$ cat config.mk
export PLATFORM = sky130hd
export DESIGN_NAME = bus_cmd_snoop
export DESIGN_NICKNAME = d
export VERILOG_FILES = /design/src/rtl/snoop_pkg.sv /design/src/rtl/bus_sampler.sv /design/src/rtl/operand_stack.sv /design/src/rtl/cmd_latch.sv /design/src/rtl/bus_cmd_snoop.sv
export SDC_FILE = /design/constraint.sdc
export NUM_CORES = 1
export LEC_CHECK = 0
export BUFFER_PORTS_ARGS = -buffer_cell sky130_fd_sc_hd__buf_2
export CAP_MARGIN = 5
export CORE_MARGIN = 3
export CORE_UTILIZATION = 41
export DETAILED_ROUTE_END_ITERATION = 8
export PLACE_DENSITY = 0.69
export SLEW_MARGIN = 30
export SYNTH_ARGS = -nofsm -noshare
export SYNTH_HDL_FRONTEND = slang
export SYNTH_HIERARCHICAL = 1
export SYNTH_SLANG_ARGS = --single-unit
$ cat constraint.sdc
create_clock -name clk -period 3.1 [get_ports clk]
set_input_delay 0.62 -clock clk [delete_from_list [all_inputs] [get_ports clk]]
set_output_delay 0.62 -clock clk [all_outputs]
set_load 0.03 [all_outputs]
$ cat src/rtl/snoop_pkg.sv
package snoop_pkg;
  typedef struct packed {
    logic       push;  // operand byte to be stacked
    logic       cmd;   // command byte to be latched
    logic [7:0] val;   // byte carried by the access
  } bus_evt_t;
endpackage

$ cat src/rtl/bus_sampler.sv
module bus_sampler
  import snoop_pkg::*;
#(
  parameter int unsigned ADDR_W = 13,
  parameter logic [7:0] OPND_ZP = 8'h3E,
  parameter logic [7:0] CMD_ZP = 8'h3F,
  parameter logic [ADDR_W-9:0] OPND_PAGE = 'h1E,
  parameter logic [ADDR_W-9:0] CMD_PAGE = 'h1F
) (
  input  logic              clk,
  input  logic              rst_n,
  input  logic              phi2,
  input  logic              rnw,
  input  logic [ADDR_W-1:0] addr,
  input  logic [7:0]        data,
  output bus_evt_t          evt
);
  localparam logic [ADDR_W-1:0] OPND_ZP_A = ADDR_W'(OPND_ZP);
  localparam logic [ADDR_W-1:0] CMD_ZP_A = ADDR_W'(CMD_ZP);

  logic phi2_q;
  logic fall;

  always_ff @(posedge clk) begin
    if (!rst_n) phi2_q <= 1'b0;
    else        phi2_q <= phi2;
  end

  assign fall = phi2_q & ~phi2;

  always_comb begin
    logic [ADDR_W-9:0] page;
    logic zp_opnd, zp_cmd, pg_opnd, pg_cmd;
    page    = addr[ADDR_W-1:8];
    zp_opnd = !rnw && (addr == OPND_ZP_A);
    zp_cmd  = !rnw && (addr == CMD_ZP_A);
    pg_opnd = (page == OPND_PAGE);
    pg_cmd  = (page == CMD_PAGE);
    evt.push = fall && (zp_opnd || pg_opnd);
    evt.cmd  = fall && (zp_cmd || pg_cmd);
    evt.val  = (pg_opnd || pg_cmd) ? addr[7:0] : data;
  end
endmodule

$ cat src/rtl/operand_stack.sv
module operand_stack #(
  parameter int unsigned DEPTH = 8,
  parameter int unsigned W = 8
) (
  input  logic         clk,
  input  logic         rst_n,
  input  logic         push,
  input  logic [W-1:0] push_val,
  output logic         out_valid,
  input  logic         out_ready,
  output logic [W-1:0] out_data,
  output logic         ovf
);
  localparam int unsigned AW = (DEPTH > 1) ? $clog2(DEPTH) : 1;
  localparam int unsigned CW = $clog2(DEPTH + 1);
  localparam logic [CW-1:0] FULL = CW'(DEPTH);

  logic [W-1:0]  mem [DEPTH];
  logic [CW-1:0] count;
  logic [CW-1:0] top_c;
  logic [AW-1:0] top_i, next_i;
  logic          pop;

  assign top_c     = count - 1'b1;
  assign top_i     = top_c[AW-1:0];
  assign next_i    = count[AW-1:0];
  assign out_valid = (count != '0);
  assign out_data  = out_valid ? mem[top_i] : '0;
  assign pop       = out_valid && out_ready;

  always_ff @(posedge clk) begin
    if (!rst_n) begin
      count <= '0;
      ovf   <= 1'b0;
    end else if (push && pop) begin
      mem[top_i] <= push_val;
    end else if (push) begin
      if (count == FULL) begin
        ovf <= 1'b1;
      end else begin
        mem[next_i] <= push_val;
        count       <= count + 1'b1;
      end
    end else if (pop) begin
      count <= count - 1'b1;
    end
  end
endmodule

$ cat src/rtl/cmd_latch.sv
module cmd_latch #(
  parameter int unsigned W = 8
) (
  input  logic         clk,
  input  logic         rst_n,
  input  logic         load,
  input  logic [W-1:0] load_val,
  input  logic         ack,
  output logic         valid,
  output logic [W-1:0] code,
  output logic         ovr
);
  always_ff @(posedge clk) begin
    if (!rst_n) begin
      valid <= 1'b0;
      code  <= '0;
      ovr   <= 1'b0;
    end else if (load) begin
      code  <= load_val;
      valid <= 1'b1;
      if (valid && !ack) ovr <= 1'b1;
    end else if (ack) begin
      valid <= 1'b0;
    end
  end
endmodule

$ cat src/rtl/bus_cmd_snoop.sv
module bus_cmd_snoop
  import snoop_pkg::*;
#(
  parameter int unsigned ADDR_W = 13,
  parameter int unsigned STACK_DEPTH = 8,
  parameter logic [7:0] OPND_ZP = 8'h3E,
  parameter logic [7:0] CMD_ZP = 8'h3F,
  parameter logic [ADDR_W-9:0] OPND_PAGE = 'h1E,
  parameter logic [ADDR_W-9:0] CMD_PAGE = 'h1F
) (
  input  logic              clk,
  input  logic              rst_n,
  input  logic              bus_phi2,
  input  logic              bus_rnw,
  input  logic [ADDR_W-1:0] bus_addr,
  input  logic [7:0]        bus_data,
  output logic              opnd_valid,
  input  logic              opnd_ready,
  output logic [7:0]        opnd_data,
  output logic              cmd_valid,
  input  logic              cmd_ack,
  output logic [7:0]        cmd_code,
  output logic              stack_ovf,
  output logic              cmd_ovr
);
  bus_evt_t evt;
  logic     ev_push;
  logic     ev_cmd;

  bus_sampler #(
    .ADDR_W(ADDR_W), .OPND_ZP(OPND_ZP), .CMD_ZP(CMD_ZP),
    .OPND_PAGE(OPND_PAGE), .CMD_PAGE(CMD_PAGE)
  ) u_samp (
    .clk(clk), .rst_n(rst_n), .phi2(bus_phi2), .rnw(bus_rnw),
    .addr(bus_addr), .data(bus_data), .evt(evt)
  );

  assign ev_push = evt.push;
  assign ev_cmd  = evt.cmd;

  operand_stack #(.DEPTH(STACK_DEPTH), .W(8)) u_stk (
    .clk(clk), .rst_n(rst_n), .push(ev_push), .push_val(evt.val),
    .out_valid(opnd_valid), .out_ready(opnd_ready), .out_data(opnd_data),
    .ovf(stack_ovf)
  );

  cmd_latch #(.W(8)) u_cmd (
    .clk(clk), .rst_n(rst_n), .load(ev_cmd), .load_val(evt.val),
    .ack(cmd_ack), .valid(cmd_valid), .code(cmd_code), .ovr(cmd_ovr)
  );
endmodule

# After elaboration in Yosys (flattened, before gate mapping)

Memories as Yosys holds them, arrays and structs flattened.
Index checks and enable logic that the tools add are counted.

Bits in registers: 16
Latch bits: 0
RAM bits: 64
Bits in read-only memories: 0
Memories kept: 1

Memory list:

| memory    | depth | bits a word | rd ports | clocked after memory_dff | write ports | RTL line            | text |
|---|---|---|---|---|---|---|---|
| u_stk.mem | 8     | 8           | 1        | 0                        | 1           | operand_stack.sv:18 | `logic [W-1:0] mem [DEPTH];` |

Add/sub/neg operators: 2
$mul: 0
Div/mod/pow operators: 0
Order comparisons: 0
Equality and inequality tests: 6
Shift operators: 0
Mux-type cells: 18
Bitwise logic cells: 3
Reduce and logical (&&, ||, !) cells: 19

Operator list:

| operator              | number |
|---|---|
| $eq A13 B6 Y1 const B | 2 |
| $mux W8               | 3 |
| $mux W4               | 3 |
| $mux W1               | 11 |
| $eq A5 B5 Y1 const B  | 2 |
| $reduce_or A8 Y1      | 1 |
| $logic_and A1 B1 Y1   | 7 |
| $reduce_and A3 Y1     | 2 |
| $add A4 B1 Y4 const B | 1 |
| $eq A4 B4 Y1 const B  | 1 |
| $reduce_bool A2 Y1    | 2 |
| $reduce_bool A4 Y1    | 1 |
| $sub A4 B1 Y4 const B | 1 |
| $logic_or A1 B1 Y1    | 3 |
| $mux W3               | 1 |
| $logic_not A1 Y1      | 2 |
| $ne A2 B2 Y1 const B  | 1 |
| $not A1 Y1            | 2 |
| $reduce_and A2 Y1     | 1 |
| $and A1 B1 Y1         | 1 |

# Depth between registers and ports, before layout

Gate-level depths: netlist (run 1).

Depth in word-level cells: 10
Depth in mapped cells: 8
Gate-level depth less buffers: 7

# Hierarchy

Netlist (run 1), hierarchy kept.

Modules (own cells, without submodules):

| module        | times used | cells each | area an instance (µm²) |
|---|---|---|---|
| operand_stack | 1          | 185        | 2955.3 |
| cmd_latch     | 1          | 32         | 374.1 |
| bus_sampler   | 1          | 23         | 231.5 |

# Worst setup path after synthesis (run 1)

OpenSTA, ideal clock, no wires.

Path type: input to register
Start: input port bus_addr[12]
End: memory u_stk.mem[3][0], enable pin
Arrival time: 2481 ps
Data required time: 2727 ps
Setup slack: 246 ps
Stages on the path: 7
Path buffers: 1
Cell sequence: nand4b_4 nor4_2 a31o_1 buf_2 inv_1 or4_1 nor2b_1

RTL lines:

| element            | RTL line            | text |
|---|---|---|
| start: declaration | bus_cmd_snoop.sv:15 | `input logic [ADDR_W-1:0] bus_addr,` |
| end: declaration   | operand_stack.sv:18 |  |

# Final worst setup path (run 1)

Start: register u_stk.count[1]
End: output port opnd_data[3]

Longest elaborated chain between the ends: 3
Elaborated cells between the ends (all ways): 4
Those cells by class: 1 x add/sub; 1 x mux; 1 x reduce/logical; 1 x memory

RTL lines:

| element                  | RTL line            | text |
|---|---|---|
| start: declaration       | operand_stack.sv:19 | `logic [CW-1:0] count;` |
| start signal: assignment | operand_stack.sv:42 | `count <= count + 1'b1;` |
| start signal: assignment | operand_stack.sv:45 | `count <= count - 1'b1;` |
| $sub A4 B1 Y4            | -                   |  |
| $mem_v2 Z8 W8            | -                   |  |
| $mux W8 (*)              | operand_stack.sv:28 | `assign out_data = out_valid ? mem[top_i] : '0;` |
| end: declaration         | bus_cmd_snoop.sv:19 | `output logic [7:0] opnd_data,` |

Every way passes the cells marked *; elsewhere a longest branch is shown, timed or not.

==> results of run 1 <==
## cells in the final DEF (no fill, tap or decap), drive strengths merged, types with 2 or more instances in the layout
| cell | instances |
|---|---|
| a31o | 2 |
| a2111oi | 4 |
| buf | 58 |
| nand2b | 4 |
| o21ai | 18 |
| mux2 | 8 |
| clkbuf | 10 |
| nor2 | 10 |
| o31ai | 2 |
| nand2 | 12 |
| nor3 | 3 |
| mux2i | 10 |
| and2 | 4 |
| mux4 | 16 |
| clkinvlp | 3 |
| a31oi | 3 |
| nor3b | 2 |
| a21oi | 5 |
| dfxtp | 16 |
| nor2b | 13 |
| or4 | 3 |
| inv | 9 |
| nor4 | 4 |
| edfxtp | 64 |
| ha | 2 |
## worst paths after layout
kind	to	slack [ps]
worst max-delay path	opnd_data[3]	210
worst min-delay path	u_samp/phi2_q	490
worst min register to register	u_stk/ovf	500
worst max register to register	u_stk/mem[6][3]	630
## per-layer routing
metal / vias up / global-route usage (%)
met3: 8 / 3.30
met2: 68 / 22.9
met4: 0 / 5.67
met1: 1082 / 21.1
li1: 1042 / -
met5: - / 0
## worst max-delay path: cells and delay by family, from the launching register on
family | cells | cell delay (ps)
fa+ha+maj | 1 | 500
compound gates | 1 | 100
mux | 1 | 310
buf+inv | 3 | 510
flops | 1 | 440
simple gates | 1 | 60
## registers in the layout, summed over array words and instances (netlist names)
name and flops:
u_cmd/code 8, u_cmd/ovr 1, u_cmd/valid 1, u_samp/phi2_q 1, u_stk/count 4, u_stk/mem 64
u_stk/ovf 1
## through the flow
step                      power, uW  util [%]  setup slack, ps  std cells
after floorplan                2380         -              246        240
after global placement         2690      47.2              432        389
after detailed placement       2710      47.2              418        389
after CTS                      3380      49.2             83.8        405
after global routing           3550      49.2             57.5        405
final                          3370      49.2              207        405
## area by class of cell
class                           instances  area [um^2]  area share (%)
Clock buffer                           10          128            3.11
Clock inverter                          6         43.8            1.07
Inverter                                7         26.3           0.640
Multi-Input combinational cell        139         1220            29.6
Sequential cell                        80         2240            54.6
Tap cell                              105          131            3.20
Timing Repair Buffer                   58          320            7.80
## power by group through the flow
| stage | clock (uW) | combinational, uW | sequential [uW] |
|---|---|---|---|
| after CTS | 678 | 1470 | 1230 |
| final | 664 | 1470 | 1230 |
| after floorplan | 0 | 1160 | 1220 |
| after detailed placement | 0 | 1450 | 1260 |
| after global placement | 0 | 1430 | 1250 |
| after global routing | 725 | 1590 | 1240 |
## cells by family after synthesis
logic type | Yosys count | share of synthesized area (%)
flip-flops | 80 | 63.0
AND/OR/NAND/NOR | 60 | 10.2
AO/OA/AOI/OAI | 42 | 7.45
multiplexers | 34 | 15.5
buffers and inverters | 21 | 2.95
adder cells (fa/ha/maj) | 2 | 0.703
XOR/XNOR | 1 | 0.246
==> run summary, run 1 <==
RSZ-0062 raised after global routing: false
Cell area after layout: 0.00411 mm^2
Post-synthesis cell type with the largest combined area: edfxtp_1
Biggest fanout along the worst timing path: 10
Dominant cell by count in the synthesized netlist: edfxtp_1
Hold Crit Start: bus_phi2
Proportion of layout cells with a drive suffix above 1: 33.7%
Outcome: completed
Maximum cell stage delay along the critical path: 500 ps
Global-route usage over all layers: 15.0%
Die outline width: 99.2 um
Detailed Route WL: 7060 um
Start-to-end type of the worst setup path: register to primary output
Wire length of the first global-routing pass: 11,300 um
Top post-synthesis cells by area: edfxtp_1 (54%), mux4_2 (10%), dfxtp_1 (9.0%), mux2i_1 (2.8%), o21ai_0 (2.5%)
Initial DRC count: 216
Initial antenna violation count: 0
Normalized max-slew margin: 64.1%
Count of final setup violators: 0
Portion of total power attributed to combinational logic: 43.7%
Number of global-route vias before repair: 2,182
Register share of total power: 36.6%
Count of different cell masters after synthesis: 44
Die Area: 0.00984 mm^2
Crit path DAT: 2270 ps
Cell-internal power: 2050 uW
Die Y: 99.2 um
Hold WS: 492 ps
Count of hold-fix buffers inserted at cts: 0
Max-cap violations: 0
Number of primary I/O pins: 47
Detail Placement HPWL: 4920 um
Vias/cell: 5.43
Number of buffers inserted by post-CTS setup repair: 0
Final Wtd Congestion: 0.783
Final antenna-violating net count: 0
Depth of the worst register-to-register path: 7
Seq cells post-synth: 80
Number of clock sinks seen by CTS: 80
Peak ir drop on the vdd network: 0.000356 V
Area added between synthesis and finish: 15.4%
Number of cells produced by synthesis: 240
Final antenna diode count: 0
Total nets after synthesis: 269
Number of filler instances in the final layout: 738
Count of standard-cell rows: 33
Clock buffer count from CTS: 9
Proportion of netlist area held by the largest area contributor: 54.0%
First-pass detailed-route iteration total: 4
Post-place instance area: 0.00393 mm^2
Worst endpoint required time: 2480 ps
Core area: 0.00834 mm^2
Number of flops mapped to enable cells by yosys: 64
Slew at the pin closest to its max-slew limit: 538 ps
Pwr dens: 821 mW/mm^2
Sw Share: 39.2%
Post-synth top cells: edfxtp_1 (64), o21ai_0 (18), dfxtp_1 (16), mux4_2 (16), nor2b_1 (13)
Sw Pwr: 1320 uW
Clock network power share: 19.7%
Worst-path cell chain: inv_1 -> ha_2 -> buf_4 -> mux4_2 -> o21ai_0 -> nand2_1 -> buf_2
Final slew viol count: 0
Fmax: 0.346 GHz
# DRC: 0
Number of nets in the layout: 324
Type of the worst min-delay path: input pin to register
Static leakage: 0.00146 uW
Nature of the critical path endpoint: primary output
Met3 wire length: 348 um
Initial Util: 42.7%
Top routing layer in use: met4
Routed length per instance: 17.4 um
Vias: 2,200
Register clock-pin slew on the reported worst setup and hold paths: 80 ps
Wire length on met2: 3270 um
Total Negative Setup Slacks: 0 ps
Final Cycle Share: 93.3%
Worst skew pair latency: 340 ps
Clock skew after layout: 11.9 ps
Htree depth: 3
Number of warnings printed during yosys synthesis: 6
Final-report hold violation count: 0
Category of the worst setup path launch point: register
Summed instance area of the synthesized netlist: 0.00356 mm^2
CTS root buffer: clkbuf_8
WL met1: 3330 um
Clock tree from TritonCTS: built
Worst setup startpoint: u_stk/count[1]
Post-CTS Resized: 0
Beginning of the worst register-to-register path: u_stk/count[1]
Total grt overflow: 0
Maximum buffer depth of the clock tree: 2
Port Buffers: 46
Maximum number of pins on one net before global-route repair: 26
Synth async-reset ratio: 0%
Cell with the largest stage delay on the worst path: ha_2
Post-Syn Area per Cell: 14.8 um^2
Final critical delay including setup and external delays: 2890 ps
Sequential-to-total area share from yosys stat: 63.0%
Most frequently used flop master after synthesis: edfxtp_1
Worst hold path stage count: 2
Note: power is estimated with default switching activity, not from simulation.
==> run 2, diff against run 1 <==
- CORE_MARGIN: 3 -> not set
==> run summary, run 2 (synthesized netlist as in run 1, its figures left out) <==
Detailed Route WL: 6830 um (-3.3%)
Number of buffers inserted by post-CTS setup repair: 0 (unchanged)
Crit path DAT: 2240 ps (-30 ps)
Initial DRC count: 227 (+5.1%)
Final antenna-violating net count: 0 (unchanged)
Vias/cell: 5.49 (+1.1%)
Outcome: completed
Htree depth: 3 (unchanged)
Initial antenna violation count: 0 (unchanged)
First-pass detailed-route iteration total: 4 (unchanged)
Detail Placement HPWL: 4720 um (-4.1%)
Number of global-route vias before repair: 2,190 (+0.37%)
Total Negative Setup Slacks: 0 ps (unchanged)
Wire length of the first global-routing pass: 11,000 um (-2.6%)
Clock buffer count from CTS: 9 (unchanged)
Slew at the pin closest to its max-slew limit: 600 ps (+62.3 ps)
Final Util: 50.0% (+0.71 points)
Commonest non-fill, non-tap cells in the layout: edfxtp_1 (64), buf_2 (46), o21ai_0 (18)
Final Cycle Share: 92.3% (-1.1 points)
Die Area: 0.00906 mm^2 (-7.9%)
Type of the worst min-delay path: input pin to register
Pwr dens: 842 mW/mm^2 (+2.5%)
Proportion of layout cells with a drive suffix above 1: 33.4% (-0.22 points)
Final critical delay including setup and external delays: 2860 ps (-32.7 ps)
Initial Util: 42.9% (+0.21 points)
Static leakage: 0.00148 uW (+1.5%)
Count of hold-fix buffers inserted at cts: 0 (unchanged)
Final antenna diode count: 0 (unchanged)
Global-route usage over all layers: 16.8% (+1.8 points)
Fmax: 0.350 GHz (+1.1%)
Number of clock sinks seen by CTS: 80 (unchanged)
Cell area after layout: 0.00415 mm^2 (+0.94%)
Peak ir drop on the vdd network: 0.000282 V (-21%)
RSZ-0062 raised after global routing: false
Die Y: 95.2 um (-4.0%)
Area taken by multi-input logic gates: 0.00121 mm^2 (-0.21%)
Maximum buffer depth of the clock tree: 2 (unchanged)
Post-CTS Resized: 0 (unchanged)
Port Buffers: 46 (unchanged)
Nature of the critical path endpoint: primary output
Final Wtd Congestion: 0.789 (+0.72%)
Number of standard cells in the final layout excluding fillers: 404 (-0.25%)
Largest registers ranked by flip-flop count: u_stk/mem: 64 flops, u_cmd/code: 8 flops, u_stk/count: 4 flops
Biggest fanout along the worst timing path: 19 (+9)
Total grt overflow: 0 (unchanged)
Max-cap violations: 0 (unchanged)
Worst skew pair latency: 350 ps (about the same)
Die outline width: 95.2 um (-4.0%)
Vias: 2,219 (+0.86%)
Number of filler instances in the final layout: 688 (-6.8%)
Number of nets in the layout: 323 (-0.31%)
Hold WS: 481 ps (-11.0 ps)
Flip-flop count of the largest register after layout: 64 (unchanged)
Area added between synthesis and finish: 16.4%
Number of primary I/O pins: 47 (unchanged)
Core area: 0.00830 mm^2 (-0.50%)
Maximum number of pins on one net before global-route repair: 26 (unchanged)
Post-place instance area: 0.00393 mm^2 (-0.19%)
Start-to-end type of the worst setup path: register to primary output
CTS root buffer: clkbuf_8
Count of final setup violators: 0 (unchanged)
Routed length per instance: 16.9 um (-3.0%)
Most common library cell in the layout ignoring fill and taps: edfxtp_1
Final slew viol count: 0 (unchanged)
Normalized max-slew margin: 59.9% (-4.2 points)
Count of standard-cell rows: 33 (unchanged)
Category of the worst setup path launch point: register
Number of placed cells counting well taps: 388 (-0.26%)
Clock tree from TritonCTS: built
Final-report hold violation count: 0 (unchanged)
Area taken by flip-flops and latches: 0.00224 mm^2 (unchanged)
Largest Register: u_stk/mem
# DRC: 0 (unchanged)
Register clock-pin slew on the reported worst setup and hold paths: 80 ps (about the same)
Clock skew after layout: 8.34 ps (-3.60 ps)
Worst endpoint required time: 2480 ps (about the same)
[run 2: cell types whose count changed in the layout (fill, tap and decap cells not counted)]
cell / delta
clkinv_1: -1
clkinvlp_4: -1
ha_2: -1
bufinv_16: +2
buf_4: -1
ha_1: +1
[run 2: area by class of cell]
type	instances	share of cell area, %
Inverter	7	0.634
Clock inverter	6	2.23
Tap cell	105	3.17
Sequential cell	80	54.1
Clock buffer	10	3.08
Timing Repair Buffer	57	7.54
Multi-Input combinational cell	139	29.3
[run 2: metal layers]
metal	vias to the layer above	GRT usage, %	part of all wire (%)
li1	1035	-	-
met1	1096	22.1	46
met2	78	26.3	47
met3	10	3.51	5.5
met4	0	8.59	1.8
met5	-	0	0
[run 2: worst paths after layout]
| check | from | end | slack, ps | cells after the start |
|---|---|---|---|---|
| worst max-delay path | u_stk/count[1] | opnd_data[7] | 240 | 7 |
| worst min-delay path | bus_phi2 | u_samp/phi2_q | 480 | 2 |
| worst max register to register | u_stk/count[1] | u_stk/mem[7][4] | 510 | 7 |
| worst min register to register | u_stk/ovf | u_stk/ovf | 490 | 2 |
[run 2: per-stage QoR]
stage	worst slack (ps)	total power, uW
2_1_floorplan	246	2380
3_3_place_gp	430	2660
3_5_place_dp	424	2680
4_1_cts	231	3520
5_1_grt	79.6	3690
6_report	240	3490
[run 2: power by group]
group,internal [uW],switching [uW]
combinational,546,875
clock,459,377
sequential,1190,47.9
[run 2: worst max-delay path, stage by stage, from the launching register on]
cell and delay (ps):
dfxtp_1 440, inv_1 100, ha_1 320, buf_4 280, mux4_2 350, o21ai_0 120, nand2_1 90, buf_2 180
==> run 3, diff against run 2 <==
- CORE_UTILIZATION: 41 -> 40
- PLACE_DENSITY: 0.69 -> 0.68
==> run summary, run 3 (synthesized netlist as in run 1, its figures left out) <==
Outcome: completed
Final Cycle Share: 91.4% (-0.84 points)
Number of primary I/O pins: 47 (unchanged)
Detailed Route WL: 6780 um (-0.67%)
Peak ir drop on the vdd network: 0.000420 V (+49%)
Number of global-route vias before repair: 2,126 (-2.9%)
Port Buffers: 46 (unchanged)
Normalized max-slew margin: 64.0% (+4.1 points)
Number of standard cells in the final layout excluding fillers: 408 (+0.99%)
Final Util: 47.9% (-2.1 points)
Die Area: 0.00928 mm^2 (+2.4%)
Static leakage: 0.00149 uW (+0.85%)
Vias: 2,176 (-1.9%)
CP top delay family: simple AND/OR/NAND/NOR gates
Initial Util: 41.0% (-1.9 points)
Total Negative Setup Slacks: 0 ps (unchanged)
Vias/cell: 5.33 (-2.9%)
Maximum buffer depth of the clock tree: 2 (unchanged)
Nature of the critical path endpoint: primary output
Routed length per instance: 16.6 um (-1.6%)
Category of the worst setup path launch point: register
Clock skew after layout: 10.1 ps (+1.75 ps)
Fmax: 0.353 GHz (+0.92%)
Die Y: 96.4 um (+1.2%)
Clock buffer count from CTS: 9 (unchanged)
Internal reg-to-reg setup slack: 600 ps (+90 ps)
Final critical delay including setup and external delays: 2830 ps (-26.2 ps)
Number of clock sinks seen by CTS: 80 (unchanged)
Crit path DAT: 2210 ps (-30 ps)
Worst-case setup margin in the final layout: 266 ps (+26.2 ps)
Worst skew pair latency: 350 ps (about the same)
Pwr dens: 844 mW/mm^2 (+0.17%)
Initial DRC count: 199 (-12%)
Largest registers ranked by flip-flop count: u_stk/mem: 64 flops, u_cmd/code: 8 flops, u_stk/count: 4 flops
Number of nets in the layout: 324 (+0.31%)
CTS root buffer: clkbuf_8
Worst-path cell chain: inv_1 -> ha_1 -> and3b_1 -> o21ai_0 -> nand2_1 -> buf_2
Largest Register: u_stk/mem
Post-CTS Resized: 0 (unchanged)
Wire length of the first global-routing pass: 10,800 um (-2.7%)
Type of the worst min-delay path: input pin to register
Maximum number of pins on one net before global-route repair: 26 (unchanged)
Final slew viol count: 0 (unchanged)
First-pass detailed-route iteration total: 4 (unchanged)
Worst endpoint required time: 2480 ps (about the same)
Core area: 0.00868 mm^2 (+4.6%)
Total buffers and inverters traversed by the critical path: 2 (-1)
Hold WS: 479 ps (-2.77 ps)
Worst hold path stage count: 2 (unchanged)
Maximum cell stage delay along the critical path: 490 ps (+50 ps)
Total grt overflow: 0 (unchanged)
Die outline width: 96.4 um (+1.2%)
# DRC: 0 (unchanged)
Clock tree from TritonCTS: built
Number of buffers inserted by post-CTS setup repair: 0 (unchanged)
Htree depth: 3 (unchanged)
Final-report hold violation count: 0 (unchanged)
Count of hold-fix buffers inserted at cts: 0 (unchanged)
Detail Placement HPWL: 4710 um (-0.14%)
Start-to-end type of the worst setup path: register to primary output
Worst setup startpoint: u_stk/count[1]
Biggest fanout along the worst timing path: 14 (-5)
FF-to-FF End: u_stk/mem[7][6]
Area added between synthesis and finish: 16.7%
Number of placed cells counting well taps: 392 (+1.0%)
Worst setup slack before clock tree synthesis: 389 ps (-34.8 ps)
Commonest non-fill, non-tap cells in the layout: edfxtp_1 (64), buf_2 (46), o21ai_0 (18)
Cell with the largest stage delay on the worst path: and3b_1
Global-route usage over all layers: 16.3% (-0.51 points)
Path length in cells of the critical path: 6 (-1)
Initial antenna violation count: 0 (unchanged)
Slew at the pin closest to its max-slew limit: 541 ps (-59.7 ps)
Register clock-pin slew on the reported worst setup and hold paths: 80 ps (about the same)
Count of final setup violators: 0 (unchanged)
RSZ-0062 raised after global routing: false
Capturing instance or port of the critical path: opnd_data[7]
Beginning of the worst register-to-register path: u_stk/count[1]
Final antenna-violating net count: 0 (unchanged)
Final antenna diode count: 0 (unchanged)
Count of standard-cell rows: 34 (+3.0%)
Final Wtd Congestion: 0.777 (-1.5%)
Depth of the worst register-to-register path: 7 (unchanged)
Max-cap violations: 0 (unchanged)
Most common library cell in the layout ignoring fill and taps: edfxtp_1
Flip-flop count of the largest register after layout: 64 (unchanged)
Proportion of layout cells with a drive suffix above 1: 33.7% (+0.22 points)
-- run 3: cell count changes in the layout (fill, tap and decap cells not counted) --
| cell | previous run | this run |
|---|---|---|
| inv_6 | 2 | 1 |
| buf_4 | 11 | 12 |
| clkinv_4 | 0 | 2 |
| clkinvlp_4 | 2 | 0 |
| clkinv_2 | 0 | 1 |
-- run 3: worst reg2reg max path, stage by stage (launching register included) --
cell	delay [ps]
dfxtp_1	430
inv_1	110
ha_1	300
and3b_1	360
a2111oi_0	490
a31o_2	190
nor2b_1	130
buf_4	190
-- run 3: worst min path at each step --
stage	from	slack (ps)	to
2_1_floorplan	u_stk/count[1]	510	u_stk/count[1]
3_3_place_gp	u_stk/ovf	450	u_stk/ovf
3_5_place_dp	u_stk/ovf	460	u_stk/ovf
4_1_cts	bus_phi2	470	u_samp/phi2_q
5_1_grt	bus_phi2	500	u_samp/phi2_q
6_report	bus_phi2	480	u_samp/phi2_q
-- run 3: metal layers --
metal | global-route usage, % | vias to the layer above | wire length [um]
li1 | - | 1047 | -
met1 | 21.9 | 1049 | 3170
met2 | 25.1 | 73 | 3150
met3 | 4.11 | 7 | 379
met4 | 6.99 | 0 | 82
met5 | 0 | - | 0
-- run 3: power breakdown --
group / leakage (uW) / switching (uW) / internal, uW
registers: 0.000705 / 46.6 / 1190
clock network: 0.000111 / 380 / 458
logic: 0.000676 / 877 / 559
total: 0.00149 / 1300 / 2200
-- run 3: cell type report --
cell class / instances / area, um^2
Clock buffer: 10 / 128
Clock inverter: 6 / 91.3
Fill cell: 798 / 4520
Inverter: 7 / 26.3
Multi-Input combinational cell: 139 / 1210
Sequential cell: 80 / 2240
Tap cell: 108 / 135
Timing Repair Buffer: 58 / 320
-- run 3: stage by stage --
stage               instance area, um^2  power (uW)
floorplan                          3560        2380
global route                       4160        3700
finish                             4160        3510
CTS                                4160        3540
detailed placement                 3940        2700
global placement                   3940        2680
